**src/rtl/rt_pkg.sv**
```systemverilog
package rt_pkg;
   localparam int BCD_W = 4;
   localparam int SEG_W = 7;
   typedef logic [BCD_W-1:0] bcd_t;
   typedef logic [SEG_W-1:0] seg_t;
   localparam bcd_t BCD_TOP = 4'd9;

   // bit 0 = segment a ... bit 6 = segment g, active high
   function automatic seg_t bcd_to_seg(input bcd_t d);
      seg_t s;
      case (d)
         4'd0: s = 7'h3F;
         4'd1: s = 7'h06;
         4'd2: s = 7'h5B;
         4'd3: s = 7'h4F;
         4'd4: s = 7'h66;
         4'd5: s = 7'h6D;
         4'd6: s = 7'h7D;
         4'd7: s = 7'h07;
         4'd8: s = 7'h7F;
         4'd9: s = 7'h6F;
         default: s = 7'h00;
      endcase
      return s;
   endfunction
endpackage

```
**src/rtl/rt_prescaler.sv**
```systemverilog
module rt_prescaler #(
   parameter int DIV_BITS = 10
) (
   input  logic clk,
   input  logic rst,
   output logic tick_o
);
   logic [DIV_BITS-1:0] cnt_q;

   always_ff @(posedge clk) begin
      if (rst) cnt_q <= '0;
      else     cnt_q <= cnt_q + DIV_BITS'(1);
   end

   assign tick_o = &cnt_q;


   tick_restart_chk: assert property (@(posedge clk) disable iff (rst)
      tick_o |=> (cnt_q == '0));
endmodule

```
**src/rtl/rt_run_ctl.sv**
```systemverilog
module rt_run_ctl (
   input  logic clk,
   input  logic rst,
   input  logic go_i,
   input  logic btn_n_i,
   output logic run_o
);
   logic run_q;

   always_ff @(posedge clk) begin
      if (rst)           run_q <= 1'b0;
      else if (!btn_n_i) run_q <= 1'b0;
      else if (go_i)     run_q <= 1'b1;
   end

   assign run_o = run_q;


   press_stops_chk: assert property (@(posedge clk) disable iff (rst)
      !btn_n_i |=> !run_o);

   go_starts_chk: assert property (@(posedge clk) disable iff (rst)
      (go_i && btn_n_i) |=> run_o);
endmodule

```
**src/rtl/rt_bcd_digit.sv**
```systemverilog
module rt_bcd_digit
   import rt_pkg::*;
(
   input  logic clk,
   input  logic rst,
   input  logic en_i,
   output bcd_t val_o,
   output logic carry_o
);
   bcd_t val_q;

   always_ff @(posedge clk) begin
      if (rst)
         val_q <= '0;
      else if (en_i)
         val_q <= (val_q == BCD_TOP) ? '0 : val_q + 4'd1;
   end

   assign val_o   = val_q;
   assign carry_o = en_i && (val_q == BCD_TOP);


   digit_range_chk: assert property (@(posedge clk) disable iff (rst)
      val_o <= BCD_TOP);

   digit_rollover_chk: assert property (@(posedge clk) disable iff (rst)
      carry_o |=> (val_o == '0));

   digit_hold_chk: assert property (@(posedge clk) disable iff (rst)
      !en_i |=> $stable(val_o));
endmodule

```
**src/rtl/reaction_timer.sv**
```systemverilog
module reaction_timer
   import rt_pkg::*;
#(
   parameter int DIV_BITS = 10,
   parameter int DIGITS   = 2,
   parameter bit SEG_EN   = 1'b1
) (
   input  logic                    clk,
   input  logic                    rst,
   input  logic                    go_i,
   input  logic                    btn_n_i,
   output logic                    led_o,
   output logic [BCD_W*DIGITS-1:0] bcd_o,
   output logic [SEG_W*DIGITS-1:0] seg_o
);
   if (DIV_BITS < 1 || DIV_BITS > 24) begin : g_bad_div
      $error("reaction_timer: DIV_BITS must lie in 1..24");
   end
   if (DIGITS < 1 || DIGITS > 8) begin : g_bad_digits
      $error("reaction_timer: DIGITS must lie in 1..8");
   end

   logic        tick;
   logic        run;
   logic [DIGITS:0] en;

   rt_prescaler #(.DIV_BITS(DIV_BITS)) u_pre (
      .clk(clk), .rst(rst), .tick_o(tick)
   );

   rt_run_ctl u_run (
      .clk(clk), .rst(rst), .go_i(go_i), .btn_n_i(btn_n_i), .run_o(run)
   );

   assign en[0] = tick & run;
   assign led_o = run;

   for (genvar i = 0; i < DIGITS; i++) begin : g_digit
      bcd_t dval;
      rt_bcd_digit u_dig (
         .clk(clk), .rst(rst), .en_i(en[i]),
         .val_o(dval), .carry_o(en[i+1])
      );
      assign bcd_o[BCD_W*i +: BCD_W] = dval;
      if (SEG_EN) begin : g_seg
         assign seg_o[SEG_W*i +: SEG_W] = bcd_to_seg(dval);
      end else begin : g_noseg
         assign seg_o[SEG_W*i +: SEG_W] = '0;
      end
   end


   wrap_to_zero_chk: assert property (@(posedge clk) disable iff (rst)
      en[DIGITS] |=> (bcd_o == '0));

   reset_clears_chk: assert property (@(posedge clk)
      rst |=> (!led_o && bcd_o == '0));
endmodule

```
**config.mk**
```make
export PLATFORM = sky130hd
export DESIGN_NAME = reaction_timer
export DESIGN_NICKNAME = d
export VERILOG_FILES = /design/src/rtl/rt_pkg.sv /design/src/rtl/rt_prescaler.sv /design/src/rtl/rt_run_ctl.sv /design/src/rtl/rt_bcd_digit.sv /design/src/rtl/reaction_timer.sv
export SDC_FILE = /design/constraint.sdc
export NUM_CORES = 1
export LEC_CHECK = 0
export BUFFER_PORTS_ARGS = -buffer_cell sky130_fd_sc_hd__buf_2
export CORE_UTILIZATION = 60
export DETAILED_ROUTE_END_ITERATION = 10
export PLACE_DENSITY = 0.83
export SLEW_MARGIN = 20
export SYNTH_ARGS = -nofsm -noshare
export SYNTH_HDL_FRONTEND = slang
export SYNTH_SLANG_ARGS = --single-unit
export TNS_END_PERCENT = 5
```
**constraint.sdc**
```tcl
create_clock -name clk -period 5.2 [get_ports clk]
set_input_delay 1.04 -clock clk [delete_from_list [all_inputs] [get_ports clk]]
set_output_delay 1.04 -clock clk [all_outputs]
set_load 0.1 [all_outputs]
```
==> run summary <==
Ratio of cells with drive above 1 in the final layout -> 0.221
Hold path depth -> 1
Synth top area cells -> dfxtp_1, ha_1, mux2i_1
Nets -> 237
# DRC -> 0
DRT iter0 DRCs -> 35
# IOs -> 27
Hold_sp -> u_pre.cnt_q[0]
CTS max path bufs -> 2
Hold WC Path Type -> reg -> reg
Total Routing Usage GR -> 0.238
Asr flop ratio synth -> 0
Synthesized net count -> 208
Largest net degree at the start of global routing -> 31
CP Launch Type -> register
Sequential-to-total area share from yosys stat -> 0.370
Worst Path Required -> 5.47 ns
CTS Buf Count -> 5
Leakage power -> 0.000895 uW
Max-slew violation count -> 0
Global route overflow -> 0
Fin area -> 2020 um^2
Post-Syn Area -> 1780 um^2
Clock-pin slew of the registers on the worst-case setup and hold paths -> 0.10 ns
Setup WS pre-CTS -> 2.18 ns
Vias -> 1410
RSZ-0062 raised after global routing -> no
CP max stage delay -> 0.70 ns
Vias in the first global route -> 1370
Post-synth top area share -> 0.370
Status -> finished, final reports clean
CP cell instances -> ha_1 > nand3_1 > nor4_2 > mux2i_1 > ha_1 > or3_1 > o211ai_1
Total clock sinks -> 33
Initial Util -> 0.641
#FFs+latches synth -> 33
Worst-margin pin slew -> 0.846 ns
Diode count -> 0
Synth unique cells -> 40
Worst r2r src -> u_pre.cnt_q[0]
Max Cap Viol -> 0
CP max FO -> 10
Number of synthesized flops with an enable pin -> 0
Pwr Density -> 234 nW/um^2
Area after DPL -> 1930 um^2
HPWL Detailed -> 2460 um
Total Neg Setup Slack -> 0 ns
Die area -> 3200 um^2
First-pass iteration count of the detailed router -> 4
Final WL -> 3530 um
Avg Inst Size Synth -> 9.54 um^2
Count leader, synth -> dfxtp_1
Hold_buf cts -> 0
First-pass GRT wire length -> 5910 um
Root buf cell -> clkbuf_4
Setup bufs post-CTS -> 0
Slew HR -> 0.436
Synth warnings -> 0
Reg2reg path depth -> 7
Synth Instances -> 187
Initial antenna violation count -> 0
Worst setup margin -> 2.17 ns
Slowest cell on crit path -> nor4_2
Area grow syn2layout -> 13.0%
Worst Setup End Kind -> register
CTS resizes -> 0
Gp weighted congestion -> 0.884
H-tree levels -> 2
Vert. Die Dim -> 56.5 um
FMAX -> 330 MHz
Most used cell, CP -> ha_1
Routed Antenna Nets -> 0
Worst vdd ir -> 315 uV
Critical path class -> reg -> reg
Post-synth top cells -> dfxtp_1, ha_1, inv_1, nor2_1, mux2i_1
Die Span X -> 56.5 um
Clock Latency Late Sink -> 0.34 ns
Final hold vios -> 0
Synth area leader -> dfxtp_1
Worst Skew -> 0.0130 ns
RR Endpoint -> seg_o[10]
Crit share post-route -> 0.583
Final Power -> 472 uW
Port Buf Inserts -> 26
Fin crit period -> 3.03 ns
Cell Rows -> 19
Routed len/inst -> 14.2 um
Synth Flop Type -> dfxtp_1
DR vias/cell -> 5.69
Final Setup Violations -> 0
TritonCTS clock tree -> done
Hold endpoint -> u_pre.cnt_q[0]
CP arrival -> 3.30 ns
Core region area -> 2780 um^2
Flop2flop setup slack -> 2.17 ns
## routing by layer
layer / global-route usage / wire [um]
met1: 0.278 / 1620
met2: 0.395 / 1710
met3: 0.0760 / 141
met4: 0.108 / 57
met5: 0 / 0
## final cells by class
| class | instances | area, um^2 |
|---|---|---|
| clock buffers | 7 | 55.1 |
| fillers | 210 | 766 |
| inverters | 16 | 60.1 |
| clock inverters | 1 | 30.0 |
| well taps | 31 | 38.8 |
| flip-flops and latches | 33 | 661 |
| repair buffers | 26 | 130 |
| multi-input cells | 134 | 1040 |
## power by group
part,leakage [uW],internal [uW],switching (uW),total (uW)
registers,0.000267,255,1.83,257
clock network,0.0000455,115,87.4,202
logic,0.000583,4.29,9.06,13.4
## worst max-delay path, delay by kind of cell (launching register included)
kind / cells / cell delay [ns]
compound gates: 1 / 0.15
fa+ha+maj: 2 / 0.53
flops: 1 / 0.37
mux: 1 / 0.55
simple gates: 3 / 1.36
## registers in the layout (all words and copies together), names as in the netlist
| register | count |
|---|---|
| u_run.run_o | 1 |
| u_pre.cnt_q | 10 |
| seg_o | 14 |
| g_digit.u_dig.val_o | 8 |
## layout by cell type, fill, tap and decap left out, types with 2 or more instances in the layout
cell type / count
nand3_1: 2
ha_1: 17
o211ai_1: 2
xnor2_1: 3
inv_1: 16
o21ai_0: 4
buf_2: 26
mux2_2: 8
a31oi_1: 2
nor3_1: 6
a21oi_1: 6
clkbuf_4: 5
a21o_1: 2
or3_1: 4
dfxtp_1: 33
nand2_1: 10
nand4_1: 4
mux2i_1: 14
xor2_1: 4
o21ai_1: 3
nor2b_1: 5
and3b_1: 2
nor2_1: 16
nand4b_1: 2
nor4_1: 3
## worst max-delay path by stage
stage	start	end	slack, ns	cells after the start
global route	u_pre.cnt_q[0]	seg_o[4]	1.95	9
finish	u_pre.cnt_q[0]	seg_o[10]	2.17	7
detailed placement	rst	seg_o[4]	2.18	8
global placement	rst	seg_o[4]	2.34	8
floorplan	g_digit[0].u_dig.val_o[0]	seg_o[10]	1.98	7
CTS	u_pre.cnt_q[0]	seg_o[10]	2.18	7
## metrics by stage
stage / instances / hold slack [ns] / util
after floorplan: 187 / 0.402 / -
after global placement: 240 / 0.417 / 0.694
after detailed placement: 240 / 0.428 / 0.694
after CTS: 248 / 0.458 / 0.725
after global routing: 248 / 0.489 / 0.725
final: 248 / 0.456 / 0.725
## logic make-up after synthesis
| family | count (synthesis) | synth area share |
|---|---|---|
| muxes | 22 | 0.129 |
| DFF | 33 | 0.370 |
| buffers and inverters | 20 | 0.0463 |
| adders and majority gates | 17 | 0.119 |
| xor gates and xnor gates | 7 | 0.0344 |
| AOI/OAI and AO/OA | 26 | 0.0996 |
| and+or+nand+nor | 62 | 0.201 |
No activity file was read; power rests on OpenSTA's default activity.
